===== src/rtl/sbc_pkg.sv =====
package sbc_pkg;

    typedef enum logic [1:0] {
        ST_IDLE = 2'd0,
        ST_ACT  = 2'd1,
        ST_GAP  = 2'd2
    } seq_state_e;

    typedef enum logic [1:0] {
        END_NONE = 2'd0,
        END_BYTE = 2'd1,
        END_WORD = 2'd2,
        END_TMO  = 2'd3
    } cyc_end_e;

    typedef struct packed {
        logic we;
        logic word;
        logic phase;
    } xfer_ctl_t;

    // The word strobe wins when both are seen together.
    function automatic cyc_end_e width_from_strobes(input logic e8_n, input logic e16_n);
        if (!e16_n)     return END_WORD;
        else if (!e8_n) return END_BYTE;
        else            return END_NONE;
    endfunction

    function automatic logic [15:0] dup_byte(input logic [7:0] b);
        return {b, b};
    endfunction

endpackage


===== src/rtl/sbc_region.sv =====
module sbc_region #(
    parameter int            AW   = 16,
    parameter logic [AW-1:0] BASE = '0,
    parameter logic [AW-1:0] MASK = '0
) (
    input  logic [AW-1:0] addr,
    output logic          in_rgn
);
    assign in_rgn = ((addr & MASK) == BASE);
endmodule


===== src/rtl/sbc_term.sv =====
module sbc_term
    import sbc_pkg::*;
#(
    parameter int TMO_CYC = 64,
    parameter int CW      = 6
) (
    input  logic          active,
    input  logic          in_rgn,
    input  logic          iack_en,
    input  logic [3:0]    iack_wait,
    input  logic          e8_n,
    input  logic          e16_n,
    input  logic [CW-1:0] wcnt,
    output cyc_end_e      end_kind
);
    logic internal;
    assign internal = in_rgn && iack_en;

    always_comb begin
        end_kind = END_NONE;
        if (active) begin
            if (internal) begin
                if (wcnt == CW'(iack_wait)) end_kind = END_WORD;
            end else begin
                end_kind = width_from_strobes(e8_n, e16_n);
            end
            if (end_kind == END_NONE && wcnt == CW'(TMO_CYC - 1))
                end_kind = END_TMO;
        end
    end
endmodule


===== src/rtl/sbc_lanes.sv =====
module sbc_lanes
    import sbc_pkg::*;
(
    input  xfer_ctl_t   ctl,
    input  logic        odd,
    input  cyc_end_e    end_kind,
    input  logic [15:0] wdata,
    input  logic [15:0] din,
    input  logic [7:0]  hi_q,
    output logic [15:0] dout,
    output logic [7:0]  lane_byte,
    output logic [15:0] rdata_asm
);
    // Write lanes: mirrored byte, or the word then its low byte mirrored.
    always_comb begin
        if (!ctl.word || ctl.phase) dout = dup_byte(wdata[7:0]);
        else                        dout = wdata;
    end

    // Byte-wide ports always answer on 15:8.
    always_comb begin
        if (end_kind == END_BYTE) lane_byte = din[15:8];
        else if (odd)             lane_byte = din[7:0];
        else                      lane_byte = din[15:8];
    end

    always_comb begin
        if (!ctl.word)     rdata_asm = {8'h00, lane_byte};
        else if (ctl.phase) rdata_asm = {hi_q, lane_byte};
        else               rdata_asm = din;
    end
endmodule


===== src/rtl/sbc_seq.sv =====
module sbc_seq
    import sbc_pkg::*;
#(
    parameter int AW = 16,
    parameter int CW = 6
) (
    input  logic          clk,
    input  logic          rst,
    input  logic          req,
    input  logic          req_we,
    input  logic          req_word,
    input  logic [AW-1:0] req_addr,
    input  logic [15:0]   req_wdata,
    input  cyc_end_e      end_kind,
    input  logic [7:0]    lane_byte,
    input  logic [15:0]   rdata_asm,
    output logic          active,
    output logic [AW-1:0] addr_q,
    output xfer_ctl_t     ctl,
    output logic [15:0]   wdata_q,
    output logic [CW-1:0] wcnt,
    output logic [7:0]    hi_q,
    output logic          done,
    output logic [15:0]   rdata,
    output logic          berr
);
    seq_state_e state;

    assign active = (state == ST_ACT);

    always_ff @(posedge clk) begin
        if (rst) begin
            state   <= ST_IDLE;
            addr_q  <= '0;
            ctl     <= '0;
            wdata_q <= '0;
            wcnt    <= '0;
            hi_q    <= '0;
            done    <= 1'b0;
            rdata   <= '0;
            berr    <= 1'b0;
        end else begin
            done <= 1'b0;
            berr <= 1'b0;
            case (state)
                ST_IDLE: begin
                    if (req) begin
                        ctl.we    <= req_we;
                        ctl.word  <= req_word;
                        ctl.phase <= 1'b0;
                        addr_q    <= req_word ? {req_addr[AW-1:1], 1'b0} : req_addr;
                        wdata_q   <= req_wdata;
                        wcnt      <= '0;
                        state     <= ST_ACT;
                    end
                end
                ST_ACT: begin
                    case (end_kind)
                        END_NONE: wcnt <= wcnt + 1'b1;
                        END_TMO: begin
                            state <= ST_IDLE;
                            done  <= 1'b1;
                            berr  <= 1'b1;
                            rdata <= '0;
                        end
                        END_BYTE: begin
                            if (ctl.word && !ctl.phase) begin
                                hi_q      <= lane_byte;
                                ctl.phase <= 1'b1;
                                addr_q[0] <= 1'b1;
                                wcnt      <= '0;
                                state     <= ST_GAP;
                            end else begin
                                state <= ST_IDLE;
                                done  <= 1'b1;
                                rdata <= ctl.we ? 16'h0000 : rdata_asm;
                            end
                        end
                        default: begin
                            state <= ST_IDLE;
                            done  <= 1'b1;
                            rdata <= ctl.we ? 16'h0000 : rdata_asm;
                        end
                    endcase
                end
                ST_GAP:  state <= ST_ACT;
                default: state <= ST_IDLE;
            endcase
        end
    end
endmodule


===== src/rtl/sizing_bus_ctrl.sv =====
module sizing_bus_ctrl
    import sbc_pkg::*;
#(
    parameter int            AW       = 16,
    parameter int            TMO_CYC  = 64,
    parameter logic [AW-1:0] RGN_BASE = 16'hF000,
    parameter logic [AW-1:0] RGN_MASK = 16'hF000
) (
    input  logic          clk,
    input  logic          rst,
    input  logic          req,
    input  logic          req_we,
    input  logic          req_word,
    input  logic [AW-1:0] req_addr,
    input  logic [15:0]   req_wdata,
    input  logic          cfg_iack_en,
    input  logic [3:0]    cfg_iack_wait,
    output logic          done,
    output logic [15:0]   rdata,
    output logic          berr,
    output logic [AW-1:0] bus_addr,
    output logic          bus_strb_n,
    output logic          bus_rd,
    output logic [15:0]   bus_dout,
    output logic          bus_doe,
    output logic          bus_cs_n,
    input  logic [15:0]   bus_din,
    input  logic          end8_n,
    input  logic          end16_n
);
    localparam int CW = $clog2(TMO_CYC);

    logic          active;
    logic [AW-1:0] addr_q;
    xfer_ctl_t     ctl;
    logic [15:0]   wdata_q;
    logic [CW-1:0] wcnt;
    logic [7:0]    hi_q;
    logic          in_rgn;
    cyc_end_e      end_kind;
    logic [7:0]    lane_byte;
    logic [15:0]   rdata_asm;

    sbc_region #(.AW(AW), .BASE(RGN_BASE), .MASK(RGN_MASK)) u_region (
        .addr   (addr_q),
        .in_rgn (in_rgn)
    );

    sbc_term #(.TMO_CYC(TMO_CYC), .CW(CW)) u_term (
        .active    (active),
        .in_rgn    (in_rgn),
        .iack_en   (cfg_iack_en),
        .iack_wait (cfg_iack_wait),
        .e8_n      (end8_n),
        .e16_n     (end16_n),
        .wcnt      (wcnt),
        .end_kind  (end_kind)
    );

    sbc_lanes u_lanes (
        .ctl       (ctl),
        .odd       (addr_q[0]),
        .end_kind  (end_kind),
        .wdata     (wdata_q),
        .din       (bus_din),
        .hi_q      (hi_q),
        .dout      (bus_dout),
        .lane_byte (lane_byte),
        .rdata_asm (rdata_asm)
    );

    sbc_seq #(.AW(AW), .CW(CW)) u_seq (
        .clk       (clk),
        .rst       (rst),
        .req       (req),
        .req_we    (req_we),
        .req_word  (req_word),
        .req_addr  (req_addr),
        .req_wdata (req_wdata),
        .end_kind  (end_kind),
        .lane_byte (lane_byte),
        .rdata_asm (rdata_asm),
        .active    (active),
        .addr_q    (addr_q),
        .ctl       (ctl),
        .wdata_q   (wdata_q),
        .wcnt      (wcnt),
        .hi_q      (hi_q),
        .done      (done),
        .rdata     (rdata),
        .berr      (berr)
    );

    assign bus_addr   = addr_q;
    assign bus_strb_n = !active;
    assign bus_rd     = !ctl.we;
    assign bus_doe    = active && ctl.we;
    assign bus_cs_n   = !(active && in_rgn);
endmodule


===== config.mk =====
export PLATFORM = sky130hd
export DESIGN_NAME = sizing_bus_ctrl
export DESIGN_NICKNAME = d
export VERILOG_FILES = /design/src/rtl/sbc_pkg.sv /design/src/rtl/sbc_region.sv /design/src/rtl/sbc_term.sv /design/src/rtl/sbc_lanes.sv /design/src/rtl/sbc_seq.sv /design/src/rtl/sizing_bus_ctrl.sv
export SDC_FILE = /design/constraint.sdc
export NUM_CORES = 1
export LEC_CHECK = 0
export CORE_ASPECT_RATIO = 2
export CORE_UTILIZATION = 40
export DETAILED_ROUTE_END_ITERATION = 12
export HOLD_SLACK_MARGIN = 0.12
export PLACE_DENSITY_LB_ADDON = 0.25
export SYNTH_ARGS = -nofsm -noshare
export SYNTH_HDL_FRONTEND = slang
export SYNTH_SLANG_ARGS = --single-unit

===== constraint.sdc =====
create_clock -name clk -period 2.3 [get_ports clk]
set_clock_uncertainty 0.2 [all_clocks]
set_input_delay 0.23 -clock clk [delete_from_list [all_inputs] [get_ports clk]]
set_output_delay 0.23 -clock clk [all_outputs]
set_load 0.005 [all_outputs]

==> flow_summary_export.csv <==
group,metric,value,unit
logic_synthesis,synth_cells,342,
setup_path,max_stage_delay,0.44,ns
die,fp-row-count,44,
power,p_leak,1.74,nW
setup_path,ff2ff_setup_slack,0.12,ns
final_layout,layout_common_cells,"112 x clkdlybuf4s50_1, 77 x nand2_1, 68 x dfxtp_1",
sta,maxSlewViolCount,0,
final_layout,regArea,1380,um2
logic_synthesis,async_flop_share,0,%
logic_synthesis,synthFlopType,"dfxtp_1",
min_path,hold_class,"primary input to register",
placed_design,hpwl,5.87,mm
grt,grt_use_met1,22.1,%
detailed_routing,route.vias.total,2805,
setup_path,worstPathRequired,1.87,ns
setup_path,path_max_fanout,6,
setup_path,r2r_cells,7,
sta,rsz0062_at_grt,"false",
die,die_x,63.2,um
logic_synthesis,ys_warn_count,0,
min_path,whs_path_depth,3,
logic_synthesis,avgSynthCellArea,8.75,um2
clocking,cts_buffers,9,
sta,slew_headroom,74.3,%
power,power_density,674,nW/um2
logic_synthesis,synth-edff-count,0,
clocking,cts_tree,"yes",
setup_path,arrival,1.76,ns
sta,worst_pin_slew,0.384,ns
clocking,insertion_delay,0.33,ns
detailed_routing,first_pass_iters,4,
placed_design,placedCellCount,540,
sta,period_share,95.3,%
detailed_routing,wirelength,7.92,mm
setup_path,path_class,"register to output pin",
status,status,"completed",
grt,grt_pass1_vias,2777,
final_layout,areaGrowthSynthToFinish,53.3,%
logic_synthesis,yosysSeqAreaShare,46.2,%
setup_path,end_kind,"output pin",
grt,grt.overflow.total,0,
setup_path,r2r-end,"u_seq.wcnt[4]",
placed_design,gp_congestion,0.798,
grt,grt_start_max_net_pins,34,
sta,max_freq,0.456,GHz
placed_design,port_buffers,113,
clocking,holdBufCountCts,0,
final_layout,nets,521,
die,io_pins,114,
clocking,cts.reportedPaths.clkPinSlew,0.05,ns
die,die_h,124,um
min_path,hold_path_end,"u_seq.rdata[7]",
setup_path,critPathBufInv,2,
setup_path,crit_chain,"nor2b_4 > buf_6 > mux2_2 > clkdlybuf4s50_1",
final_layout,fin_cells,557,
detailed_routing,wl_per_cell,14.2,um
final_layout,mostFrequentLayoutCell,"clkdlybuf4s50_1",
grt,met2_usage,40.0,%
setup_path,start_kind,"register",
detailed_routing,drc,0,
clocking,cts_buffer_depth,2,
sta,min_period,2.19,ns
power,vdd_drop_max,0.000505,V
die,core_area,7270,um2
setup_path,cp_slowest_cell,"clkdlybuf4s50_1",
setup_path,r2r-start,"u_seq.addr_q[14]",
final_layout,n_antenna_cell,0,
final_layout,multi_input_area,1460,um2
clocking,htree_levels,3,
clocking,cts_sinks,69,
die,dieArea,7850,um2
logic_synthesis,syn-num-nets,403,
setup_path,cpLargestDelayFamily,"buffers and inverters",
logic_synthesis,synth.distinct_cells,38,
detailed_routing,vias_per_cell,5.04,
final_layout,layout-drive-gt1-share,14.2,%
grt,use_met3,4.85,%
logic_synthesis,netlist_area,2990,um2
grt,grt_antenna_before_repair,0,
final_layout,n_fill_cell,643,
detailed_routing,ant_nets,0,
detailed_routing,first_iter_violations,145,
sta,setup_ws,0.108,ns
sta,finalHoldViolations,0,
grt,grtUsageTotal,21.2,%
grt,globalRoute.busiestLayer,"met2",
placed_design,place_ws,-0.0820,ns
grt,grt_pass1_wl,13.0,mm
clocking,cts_root_buf,"clkbuf_16",
min_path,hp-start,"rst",
flow_run,drv_cap,0,
sta,setup_viol,0,
logic_synthesis,yosys_register_bits,69,
die,initial_core_util,41.2,%
-- metal layers --
layer,vias up,wire (um),share of wire [%]
met5,-,0,0
met4,0,108,1.4
met3,8,283,3.6
met2,75,4510,57
met1,1330,3010,38
li1,1392,-,-
-- synthesized netlist by cell type, types with 2 or more instances --
cell type	instances	area [um2]
o21ai_0	4	20.0
mux2i_1	18	180
nand2_1	77	289
dfxtp_1	69	1380
nor2_1	28	105
mux2_2	16	180
xor2_1	6	52.6
o2bb2ai_1	8	70.1
nor2b_1	3	18.8
buf_2	3	15.0
a21oi_2	2	17.5
a22oi_1	8	60.1
a21oi_1	39	195
clkbuf_1	15	56.3
nor3_1	6	30.0
nand2b_1	2	12.5
or3_2	2	15.0
inv_1	6	22.5
buf_4	9	67.6
nand3_1	3	15.0
-- sequential cells by signal, indices dropped and copies added, names as in the netlist --
| register | flops |
|---|---|
| u_seq.addr_q | 16 |
| u_seq.rdata | 16 |
| u_seq.wdata_q | 16 |
| u_seq.ctl | 3 |
| u_seq.state | 2 |
| u_seq.berr | 1 |
| u_seq.wcnt | 6 |
| u_seq.done | 1 |
| u_seq.hi_q | 8 |
-- worst reg2reg max path, cell delays in order, from the launching register on --
cell     delay (ns)
dfxtp_1        0.32
and4_2         0.31
a21oi_2        0.20
mux2i_1        0.26
buf_4          0.15
o21ai_2        0.07
or4_1          0.47
a21oi_1        0.13
-- timing repair --
| item | CTS | global route |
|---|---|---|
| setup buffers | 0 | 1 |
| gates resized for setup | 1 | 5 |
| setup endpoints to repair | 8 | 19 |
| gates cloned | 0 | 0 |
| hold endpoints to repair | 0 | 0 |
-- how the worst max path moves through the flow --
| stage | cells after the start | slack [ns] | endpoint | startpoint |
|---|---|---|---|---|
| after floorplan | 7 | 0.19 | u_seq.wcnt[4] | u_seq.addr_q[14] |
| after global placement | 7 | -0.03 | u_seq.wcnt[4] | cfg_iack_wait[2] |
| after detailed placement | 7 | -0.08 | u_seq.rdata[0] | end8_n |
| after CTS | 6 | 0.001 | u_seq.rdata[2] | u_seq.addr_q[14] |
| after global routing | 7 | 0.01 | u_seq.wcnt[4] | u_seq.addr_q[14] |
| final | 4 | 0.11 | bus_dout[10] | u_seq.ctl[1] |
-- cell type report --
cell class / count / share of cell area [%]
clock buffers: 12 / 5.37
clock inverters: 4 / 1.04
inverters: 7 / 0.573
multi-input cells: 239 / 31.8
flip-flops and latches: 69 / 30.1
well taps: 92 / 2.51
repair buffers: 134 / 28.6
-- power breakdown --
part	total [mW]	internal, mW	leakage [nW]	switching [mW]
clock	1.35	0.865	0.143	0.484
sequential	1.28	1.25	0.563	0.0329
combinational	0.463	0.274	1.04	0.189
total	3.09	2.39	1.74	0.706
-- logic make-up (layout without fill, tap and decap cells) --
kind of cell	count (synthesis)	after routing	synth area share, %
compound gates	71	71	15.9
xor+xnor	6	6	1.76
fa+ha+maj	1	1	0.418
buf+inv	34	157	5.52
flops	69	69	46.2
mux	34	34	12.0
simple gates	127	127	18.2
-- metrics by stage --
step / area, um2 / setup TNS, ns / power [mW] / util (%) / hold slack (ns)
floorplan: 2990 / 0 / 1.50 / - / 0.115
global placement: 4270 / -0.169 / 1.76 / 58.7 / 0.241
detailed placement: 4270 / -0.722 / 1.77 / 58.7 / 0.246
CTS: 4570 / 0 / 3.11 / 62.8 / 0.162
global route: 4590 / 0 / 3.21 / 63.1 / 0.127
finish: 4590 / 0 / 3.09 / 63.1 / 0.109
No activity file was read; power rests on OpenSTA's default activity.
